`src/rtl/mdsel_pkg.sv`:
```
package mdsel_pkg;

  typedef enum logic [1:0] {
    ST_WAIT   = 2'd0,
    ST_SINGLE = 2'd1,
    ST_GROUP  = 2'd2,
    ST_UNSEL  = 2'd3
  } sel_st_e;

  typedef enum logic [1:0] {
    VD_SINGLE = 2'd0,
    VD_GROUP  = 2'd1,
    VD_UNSEL  = 2'd2
  } verdict_e;

  localparam int unsigned CODE_RSVD     = 32'h00;
  localparam int unsigned CODE_INTERROG = 32'h3A;
  localparam int unsigned CODE_BCAST    = 32'h3B;
  localparam int unsigned CODE_MCAST0   = 32'h3C;
  localparam int unsigned OP_GOTOWAIT   = 32'hC3;
  localparam int unsigned OP_GRPSEL     = 32'h03;

endpackage

```
`src/rtl/mdsel_rst_sync.sv`:
```
module mdsel_rst_sync (
  input  logic clk,
  input  logic rst_n,
  output logic rst_int_n
);
  logic meta_q;
  logic sync_q;

  always_ff @(posedge clk or negedge rst_n) begin
    if (!rst_n) begin
      meta_q <= 1'b0;
      sync_q <= 1'b0;
    end else begin
      meta_q <= 1'b1;
      sync_q <= meta_q;
    end
  end

  assign rst_int_n = sync_q;
endmodule

```
`src/rtl/mdsel_addr_match.sv`:
```
module mdsel_addr_match
  import mdsel_pkg::*;
#(
  parameter int ADDR_W = 7,
  parameter int GRP_W  = 2
) (
  input  logic [ADDR_W-1:0] addr,
  input  logic [ADDR_W-1:0] slot_id,
  input  logic [GRP_W-1:0]  grp_q,
  output verdict_e          verdict
);
  localparam int N_GRP = 1 << GRP_W;

  logic [N_GRP-1:0] mc_code;
  logic [N_GRP-1:0] mc_mine;
  logic             is_bcast;
  logic             is_rsvd;

  for (genvar g = 0; g < N_GRP; g++) begin : g_mcast
    assign mc_code[g] = (addr == ADDR_W'(CODE_MCAST0 + g));
    assign mc_mine[g] = mc_code[g] && (grp_q == GRP_W'(g));
  end

  assign is_bcast = (addr == ADDR_W'(CODE_BCAST));
  assign is_rsvd  = (addr == ADDR_W'(CODE_RSVD)) || (addr == ADDR_W'(CODE_INTERROG));

  always_comb begin
    if (is_bcast || (|mc_mine)) begin
      verdict = VD_GROUP;
    end else if (is_rsvd || (|mc_code)) begin
      verdict = VD_UNSEL;
    end else if (addr == slot_id) begin
      verdict = VD_SINGLE;
    end else begin
      verdict = VD_UNSEL;
    end
  end
endmodule

```
`src/rtl/mdsel_grp_reg.sv`:
```
module mdsel_grp_reg #(
  parameter int GRP_W = 2
) (
  input  logic             clk,
  input  logic             rst_n,
  input  logic             tap_tlr,
  input  logic             tap_upd_ir,
  input  logic             ir_is_grpsel,
  input  logic             in_single,
  input  logic             grp_wr,
  input  logic [GRP_W-1:0] grp_din,
  output logic [GRP_W-1:0] grp_q
);
  logic grpsel_q;
  logic grpsel_d;
  logic grp_en;

  always_comb begin
    grpsel_d = grpsel_q;
    if (tap_tlr) begin
      grpsel_d = 1'b0;
    end else if (tap_upd_ir) begin
      grpsel_d = in_single && ir_is_grpsel;
    end
  end

  assign grp_en = grp_wr && in_single && grpsel_q && !tap_upd_ir && !tap_tlr;

  always_ff @(posedge clk or negedge rst_n) begin
    if (!rst_n) begin
      grpsel_q <= 1'b0;
    end else begin
      grpsel_q <= grpsel_d;
    end
  end

  always_ff @(posedge clk or negedge rst_n) begin
    if (!rst_n) begin
      grp_q <= '0;
    end else if (grp_en) begin
      grp_q <= grp_din;
    end
  end
endmodule

```
`src/rtl/mdsel_fsm.sv`:
```
module mdsel_fsm
  import mdsel_pkg::*;
(
  input  logic     clk,
  input  logic     rst_n,
  input  logic     tap_tlr,
  input  logic     tap_upd_ir,
  input  logic     is_gotowait,
  input  verdict_e verdict,
  output sel_st_e  state_q,
  output logic     id_q
);
  sel_st_e state_d;
  logic    id_d;

  always_comb begin
    state_d = state_q;
    id_d    = id_q;
    if (tap_tlr) begin
      state_d = ST_WAIT;
      id_d    = 1'b0;
    end else if (tap_upd_ir) begin
      id_d = 1'b0;
      if (state_q == ST_WAIT) begin
        unique case (verdict)
          VD_SINGLE: begin state_d = ST_SINGLE; id_d = 1'b1; end
          VD_GROUP:  begin state_d = ST_GROUP;  id_d = 1'b1; end
          default:   state_d = ST_UNSEL;
        endcase
      end else if (is_gotowait) begin
        state_d = ST_WAIT;
      end
    end
  end

  always_ff @(posedge clk or negedge rst_n) begin
    if (!rst_n) begin
      state_q <= ST_WAIT;
      id_q    <= 1'b0;
    end else begin
      state_q <= state_d;
      id_q    <= id_d;
    end
  end
endmodule

```
`src/rtl/mdsel_ctrl.sv`:
```
module mdsel_ctrl
  import mdsel_pkg::*;
#(
  parameter int IR_W   = 8,
  parameter int ADDR_W = 7,
  parameter int GRP_W  = 2
) (
  input  logic              clk,
  input  logic              rst_n,
  input  logic              tap_tlr,
  input  logic              tap_upd_ir,
  input  logic              tap_shift,
  input  logic [IR_W-1:0]   ir_val,
  input  logic [ADDR_W-1:0] slot_id,
  input  logic              grp_wr,
  input  logic [GRP_W-1:0]  grp_din,
  output logic [1:0]        sel_state,
  output logic              sel_single,
  output logic              sel_group,
  output logic              l2_en,
  output logic              tdo_oe,
  output logic              dr_id_sel
);
  logic             rst_int_n;
  logic [GRP_W-1:0] grp_q;
  verdict_e         verdict;
  sel_st_e          state_q;
  logic             id_q;
  logic             is_gotowait;
  logic             is_grpsel;

  assign is_gotowait = (ir_val == IR_W'(OP_GOTOWAIT));
  assign is_grpsel   = (ir_val == IR_W'(OP_GRPSEL));

  mdsel_rst_sync u_rst (
    .clk       (clk),
    .rst_n     (rst_n),
    .rst_int_n (rst_int_n)
  );

  mdsel_addr_match #(.ADDR_W(ADDR_W), .GRP_W(GRP_W)) u_match (
    .addr    (ir_val[ADDR_W-1:0]),
    .slot_id (slot_id),
    .grp_q   (grp_q),
    .verdict (verdict)
  );

  mdsel_grp_reg #(.GRP_W(GRP_W)) u_grp (
    .clk          (clk),
    .rst_n        (rst_int_n),
    .tap_tlr      (tap_tlr),
    .tap_upd_ir   (tap_upd_ir),
    .ir_is_grpsel (is_grpsel),
    .in_single    (state_q == ST_SINGLE),
    .grp_wr       (grp_wr),
    .grp_din      (grp_din),
    .grp_q        (grp_q)
  );

  mdsel_fsm u_fsm (
    .clk         (clk),
    .rst_n       (rst_int_n),
    .tap_tlr     (tap_tlr),
    .tap_upd_ir  (tap_upd_ir),
    .is_gotowait (is_gotowait),
    .verdict     (verdict),
    .state_q     (state_q),
    .id_q        (id_q)
  );

  assign sel_state  = state_q;
  assign sel_single = (state_q == ST_SINGLE);
  assign sel_group  = (state_q == ST_GROUP);
  assign l2_en      = sel_single || sel_group;
  assign tdo_oe     = sel_single && tap_shift;
  assign dr_id_sel  = id_q;
endmodule

```
`config.mk`:
```
export PLATFORM = sky130hd
export DESIGN_NAME = mdsel_ctrl
export DESIGN_NICKNAME = d
export VERILOG_FILES = /design/src/rtl/mdsel_pkg.sv /design/src/rtl/mdsel_rst_sync.sv /design/src/rtl/mdsel_addr_match.sv /design/src/rtl/mdsel_grp_reg.sv /design/src/rtl/mdsel_fsm.sv /design/src/rtl/mdsel_ctrl.sv
export SDC_FILE = /design/constraint.sdc
export NUM_CORES = 1
export LEC_CHECK = 0
export BUFFER_PORTS_ARGS = -buffer_cell sky130_fd_sc_hd__clkbuf_2
export CORE_MARGIN = 2
export CORE_UTILIZATION = 38
export DETAILED_ROUTE_END_ITERATION = 10
export GPL_TIMING_DRIVEN = 0
export MAX_ROUTING_LAYER = met4
export PLACE_DENSITY = 0.76
export SLEW_MARGIN = 30
export SYNTH_ARGS = -nofsm -noshare
export SYNTH_HDL_FRONTEND = slang
export SYNTH_SLANG_ARGS = --single-unit
```
`constraint.sdc`:
```
create_clock -name clk -period 1.1 [get_ports clk]
set_clock_uncertainty 0.15 [all_clocks]
set_input_delay 0.33 -clock clk [delete_from_list [all_inputs] [get_ports clk]]
set_output_delay 0.33 -clock clk [all_outputs]
set_load 0.02 [all_outputs]
```
==> impl_metrics.ini, run 1 <==
[final_layout]
final_layout_size_suffix_gt1_share_pct = 55.3
area_growth_pct = 73.0
final_area_um2 = 996
nets = 130
n_fill_cell = 112
fin_util_pct = 68.5
antenna_cells = 0

[run_status]
status = finished with violations
failed_checks = hold timing, setup timing

[power]
power.static_leakage_nw = 0.465
p_per_area_mw_per_mm2 = 1000
max-vdd-ir-drop_v = 0.000718

[floorplan]
dieArea_mm2 = 0.00184
num_rows = 14
core-area_mm2 = 0.00145
die_h_um = 42.9
start_util_pct = 39.6
pin_count = 30
die_x_um = 42.9

[clock_tree]
root_buffer = clkbuf_4
path_clk_slew_ps = 50
cts_buffer_depth = 2
clock_latency_ps = 250
clock-sinks = 8
cts_tree = built
numCtsBuffers = 3
h-tree-depth = 1
cts.hold.buffers_added = 1

[sta]
holdWs_ps = -75.7
clock.fmax_ghz = 0.575
setup_tns_ps = -5590
fin_crit_sh_pct = 158
min_period_ps = 1740
hold_viol = 6
rsz0062_at_grt = yes
timing.final.ws_setup_ps = -638
setup_viol = 13
maxSlewViolCount = 0

[placement]
gp_congestion = 0.810
dp_hpwl_um = 1150
numPortBuffers = 29
place_area_um2 = 783
dp_slack_ps = -915

[detailed_routing]
first_iter_violations = 5
drt.antenna.violating_nets = 0
vias_per_cell = 5.13
totalWireLength_um = 1620
via_count = 611
first_pass_iters = 4
wl_per_cell_um = 13.6
drcViolationCount = 0

[setup_path]
cp.depth = 6
cp_common_cell = or4_4
r2r_slack_ps = -500
reg2reg_depth = 5
endpoint_kind = flop
timing.rr.end = u_fsm.state_q[1]$_DFFE_PN0P_
crit_fanout = 2
critPathTopFamily = simple AND/OR/NAND/NOR gates
critical_path.max_stage_delay_ps = 540
r2r_start = u_fsm.state_q[0]$_DFFE_PN0P_
critical_path_buf_inv_count = 1
arrival_ps = 1720
cp_data_required_time_ps = 1080
path_class = primary input to flop
crit_chain = buf_8 -> or4_4 -> or4_4 -> nand4_1 -> or3_1 -> nand3_2
start_kind = primary input
slowest_stage = or4_4

[global_route]
antenna_found_initial = 0
grt_max_degree = 7
grt_pass1_wl_um = 2290
overflow = 0
track_usage_pct = 16.9
grt_pass1_vias = 555

[synthesis]
syn_inst = 63
synthMuxAreaShare_pct = 3.91
synth_adder_area_share_pct = 6.52
synth_compound_area_share_pct = 12.0
synth-xor-area-share_pct = 10.7
synth_area_um2 = 576
synth_cell_type_count = 27
avgSynthCellArea_um2 = 9.14
synth_top_family_by_area = simple AND/OR/NAND/NOR gates
yosys_warnings = 0
synth_seq_cells = 8
synth_nets = 89
synthSimpleGateAreaFrac_pct = 28.9
seq_area_frac_synth_pct = 34.8

[worst_hold_path]
hp-class = flop to asynchronous set/reset pin

[flow_run]
cap_violations = 0
-- per-stage QoR --
stage | instances | power (mW)
after CTS | 116 | 0.934
after global placement | 108 | 0.603
final | 119 | 1.00
after global routing | 119 | 1.07
after detailed placement | 108 | 0.615
after floorplan | 63 | 0.522
-- state kept, by name (all words and copies together) (netlist names) --
name             flops
u_fsm.state_q        2
u_grp.grp_q          2
u_fsm.id_q           1
u_grp.grpsel_q       1
u_rst.meta_q         1
u_rst.rst_int_n      1
-- cell usage in the layout, fill, tap and decap left out, types with 2 or more instances in the layout --
cell type,synthesis,layout
or3_1,2,2
dfrtp_1,8,6
buf_8,0,6
clkbuf_4,0,3
or4_4,1,2
ha_4,0,3
a21oi_1,3,3
xor2_1,4,4
nand4_1,2,2
dfrtp_2,0,2
inv_4,0,2
inv_1,4,2
nor2_1,6,5
buf_6,0,6
nand3b_1,3,3
clkbuf_2,0,20
xnor2_1,3,3
nand2_1,5,5
buf_4,0,3
-- where the power goes --
group          switching (mW)  internal, mW  leakage, nW
clock                  0.0865         0.138       0.0150
sequential             0.0235         0.311        0.103
combinational           0.197         0.244        0.347
total                   0.307         0.693        0.465
-- worst reg2reg max path, delay by kind of cell, from the launching register on --
kind	cells	cell delay [ps]
AND/OR/NAND/NOR	2	580
flip-flops	1	450
adder cells (fa/ha/maj)	1	140
buffers and inverters	1	100
AO/OA/AOI/OAI	1	100
-- cell usage after synthesis, drive strengths merged --
cell type  instances  area, um2
o21ai              3       15.0
mux2               2       22.5
nand3b             3       22.5
nor4               2       12.5
a21oi              4       31.3
and2               2       12.5
nor3               1       5.00
dfrtp              8        200
nand3              1       5.00
xor2               4       35.0
nand2              5       18.8
o211ai             1       12.5
nand4              2       12.5
inv                4       15.0
conb               1       3.75
nor2               6       22.5
nor2b              1       6.26
xnor2              3       26.3
or4                2       18.8
and3b              1       8.76
a32o               1       10.0
nand4b             1       8.76
or3                2       12.5
ha                 3       37.5
-- per-layer routing --
layer / wire length [um] / GRT usage, %
met1: 639 / 20.2
met2: 891 / 29.7
met3: 79 / 1.28
met4: 14 / 5.63
met5: 0 / -
-- worst max-delay path by stage --
| stage | startpoint | end | slack (ps) |
|---|---|---|---|
| 6_report | ir_val[4] | u_fsm.id_q$_DFFE_PN0P_ | -640 |
| 5_1_grt | ir_val[4] | u_fsm.id_q$_DFFE_PN0P_ | -680 |
| 4_1_cts | ir_val[3] | u_fsm.id_q$_DFFE_PN0P_ | -630 |
| 3_5_place_dp | ir_val[2] | u_fsm.id_q$_DFFE_PN0P_ | -910 |
| 3_3_place_gp | ir_val[2] | u_fsm.id_q$_DFFE_PN0P_ | -880 |
| 2_1_floorplan | ir_val[3] | u_fsm.id_q$_DFFE_PN0P_ | -650 |
-- cell families after synthesis --
kind of cell,after synthesis
and+or+nand+nor,29
AOI/OAI and AO/OA,9
DFF,8
xor gates and xnor gates,7
buffers and inverters,4
adders and majority gates,3
muxes,2
other,1
-- cell type report --
class	instances	area, um2	share of cell area [%]
clock buffers	4	26.3	2.64
multi-input cells	51	437	43.8
inverters	4	20.0	2.01
repair buffers	36	290	29.1
well taps	16	20.0	2.01
flip-flops and latches	8	203	20.4
-- repair_timing --
item / 4_1_cts / 5_1_grt
endpoints found under the setup margin: 13 / 13
gates cloned: 0 / 0
buffers inserted: 3 / 4
pin swaps: 2 / 4
endpoints found under the hold margin: 8 / 6
resized for setup: 17 / 25
No activity file was read; power rests on OpenSTA's default activity.
==> run 2, diff against run 1 <==
CORE_AREA = 2 2 39 41   (was not set)
CORE_MARGIN = not set   (was 2)
CORE_UTILIZATION = not set   (was 38)
DIE_AREA = 0 0 41 43   (was not set)
PLACE_DENSITY = 0.81   (was 0.76)
clock period = 2.1 ns   (was 1.1 ns; I/O delays follow)
==> impl_metrics.ini, run 2 (synthesis results as in run 1) <==
[run_status]
status = complete, no violations

[clock_tree]
cts_tree = built
numCtsBuffers = 3
clock-sinks = 8
root_buffer = clkbuf_4
postCtsSetupBuffers = 0
clock_latency_ps = 240
cts_buffer_depth = 2
path_clk_slew_ps = 50
h-tree-depth = 1

[detailed_routing]
via_count = 560
first_iter_violations = 8
drcViolationCount = 0
totalWireLength_um = 1260
drt.antenna.violating_nets = 0
first_pass_iters = 4
wl_per_cell_um = 11.1
vias_per_cell = 4.96

[power]
pwr-share-clk_pct = 26.4
power.share.sequential_pct = 41.2
power_mw = 0.409
internal-power_mw = 0.284
p_comb_share_pct = 32.4
swShare_pct = 30.8
power.static_leakage_nw = 0.387
max-vdd-ir-drop_v = 0.000359
p_per_area_mw_per_mm2 = 521
p_sw_mw = 0.126

[final_layout]
final_cell_mix = clkbuf_2, dfrtp_1, nor2_1, nand2_1
final_layout_size_suffix_gt1_share_pct = 39.2
final_common_cell = clkbuf_2
area_growth_pct = 36.5
final_area_um2 = 786
regArea_um2 = 200
multi_input_area_um2 = 363
nets = 125
n_fill_cell = 121
antenna_cells = 0
largest_registers = u_fsm.state_q x2, u_grp.grp_q x2

[placement]
place_area_um2 = 741
dp_hpwl_um = 1050
dp_slack_ps = -166
gp_congestion = 0.820
numPortBuffers = 29

[floorplan]
pin_count = 30
dieArea_mm2 = 0.00176
die_x_um = 41
num_rows = 14
die_h_um = 43
start_util_pct = 41.6
core-area_mm2 = 0.00138

[global_route]
overflow = 0
grt_pass1_vias = 507
grt_pass1_wl_um = 1820
antenna_found_initial = 0
grt_max_degree = 7
track_usage_pct = 16.1

[setup_path]
path_class = primary input to flop
crit_fanout = 5
cp-startpoint = ir_val[2]
start_kind = primary input
endpoint_kind = flop
arrival_ps = 1990
cp_data_required_time_ps = 2070
r2r_start = u_fsm.state_q[1]$_DFFE_PN0P_
reg2reg_depth = 5

[sta]
clock.fmax_ghz = 0.494
min_period_ps = 2020
setup_tns_ps = 0
timing.final.ws_setup_ps = 75.7
maxSlewViolCount = 0
rsz0062_at_grt = no
setup_viol = 0
fin_crit_sh_pct = 96.4
hold_viol = 0

[worst_hold_path]
min_from = u_rst.meta_q$_DFF_PN0_
hold_path_depth = 0
hp-class = flop to flop

[flow_run]
cap_violations = 0
## run 2: cell count changes in the layout (fill, tap and decap cells not counted), sizes merged
cell,change
buf,-15
clkbuf,+8
dlygate4sd3,+1
## run 2: per-layer routing
metal	track usage (%)	vias to the layer above	share of wire (%)
met5	-	-	0
met4	10.0	0	0
met3	1.57	0	6.5
met2	27.2	20	53
met1	16.6	247	41
li1	-	293	-
## run 2: per-stage QoR
stage	hold WS [ps]	util [%]	instances
after floorplan	-82.2	-	63
after global placement	-66.5	53.5	108
after detailed placement	-61.9	53.5	108
after CTS	0.929	55.9	112
after global routing	229	56.8	113
final	213	56.8	113
## run 2: path summary, 6_finish.rpt
kind                       slack [ps]                            to
max in group asynchronous        1110  u_fsm.state_q[0]$_DFFE_PN0P_
max reg2reg                       510        u_fsm.id_q$_DFFE_PN0P_
max                                80        u_fsm.id_q$_DFFE_PN0P_
min                               210     u_rst.rst_int_n$_DFF_PN0_
min in group asynchronous         490    u_grp.grp_q[0]$_DFFE_PN0P_
min reg2reg                       210     u_rst.rst_int_n$_DFF_PN0_
## run 2: area by class of cell
cell class | instances | share of cell area, %
Tap cell | 16 | 2.55
Inverter | 4 | 1.91
Clock buffer | 3 | 2.87
Sequential cell | 8 | 25.5
Multi-Input combinational cell | 51 | 46.2
Timing Repair Buffer | 31 | 21.0
## run 2: power groups by stage
stage | sequential [mW] | combinational [mW] | clock, mW
after CTS | 0.168 | 0.132 | 0.117
after global routing | 0.170 | 0.145 | 0.123
final | 0.169 | 0.133 | 0.108
after global placement | 0.172 | 0.124 | 0
after detailed placement | 0.173 | 0.128 | 0
after floorplan | 0.178 | 0.0695 | 0
## run 2: repair_timing
action,4_1_cts,5_1_grt
hold endpoints to repair,6,2
gates resized for setup,0,1
endpoints found under the setup margin,0,1
hold buffers,1,1
## run 2: critical path: stages
cell      delay [ps]
clkbuf_2         120
or4_4            530
or4_1            400
nand4_1          110
or3_1            110
nand3_1           70
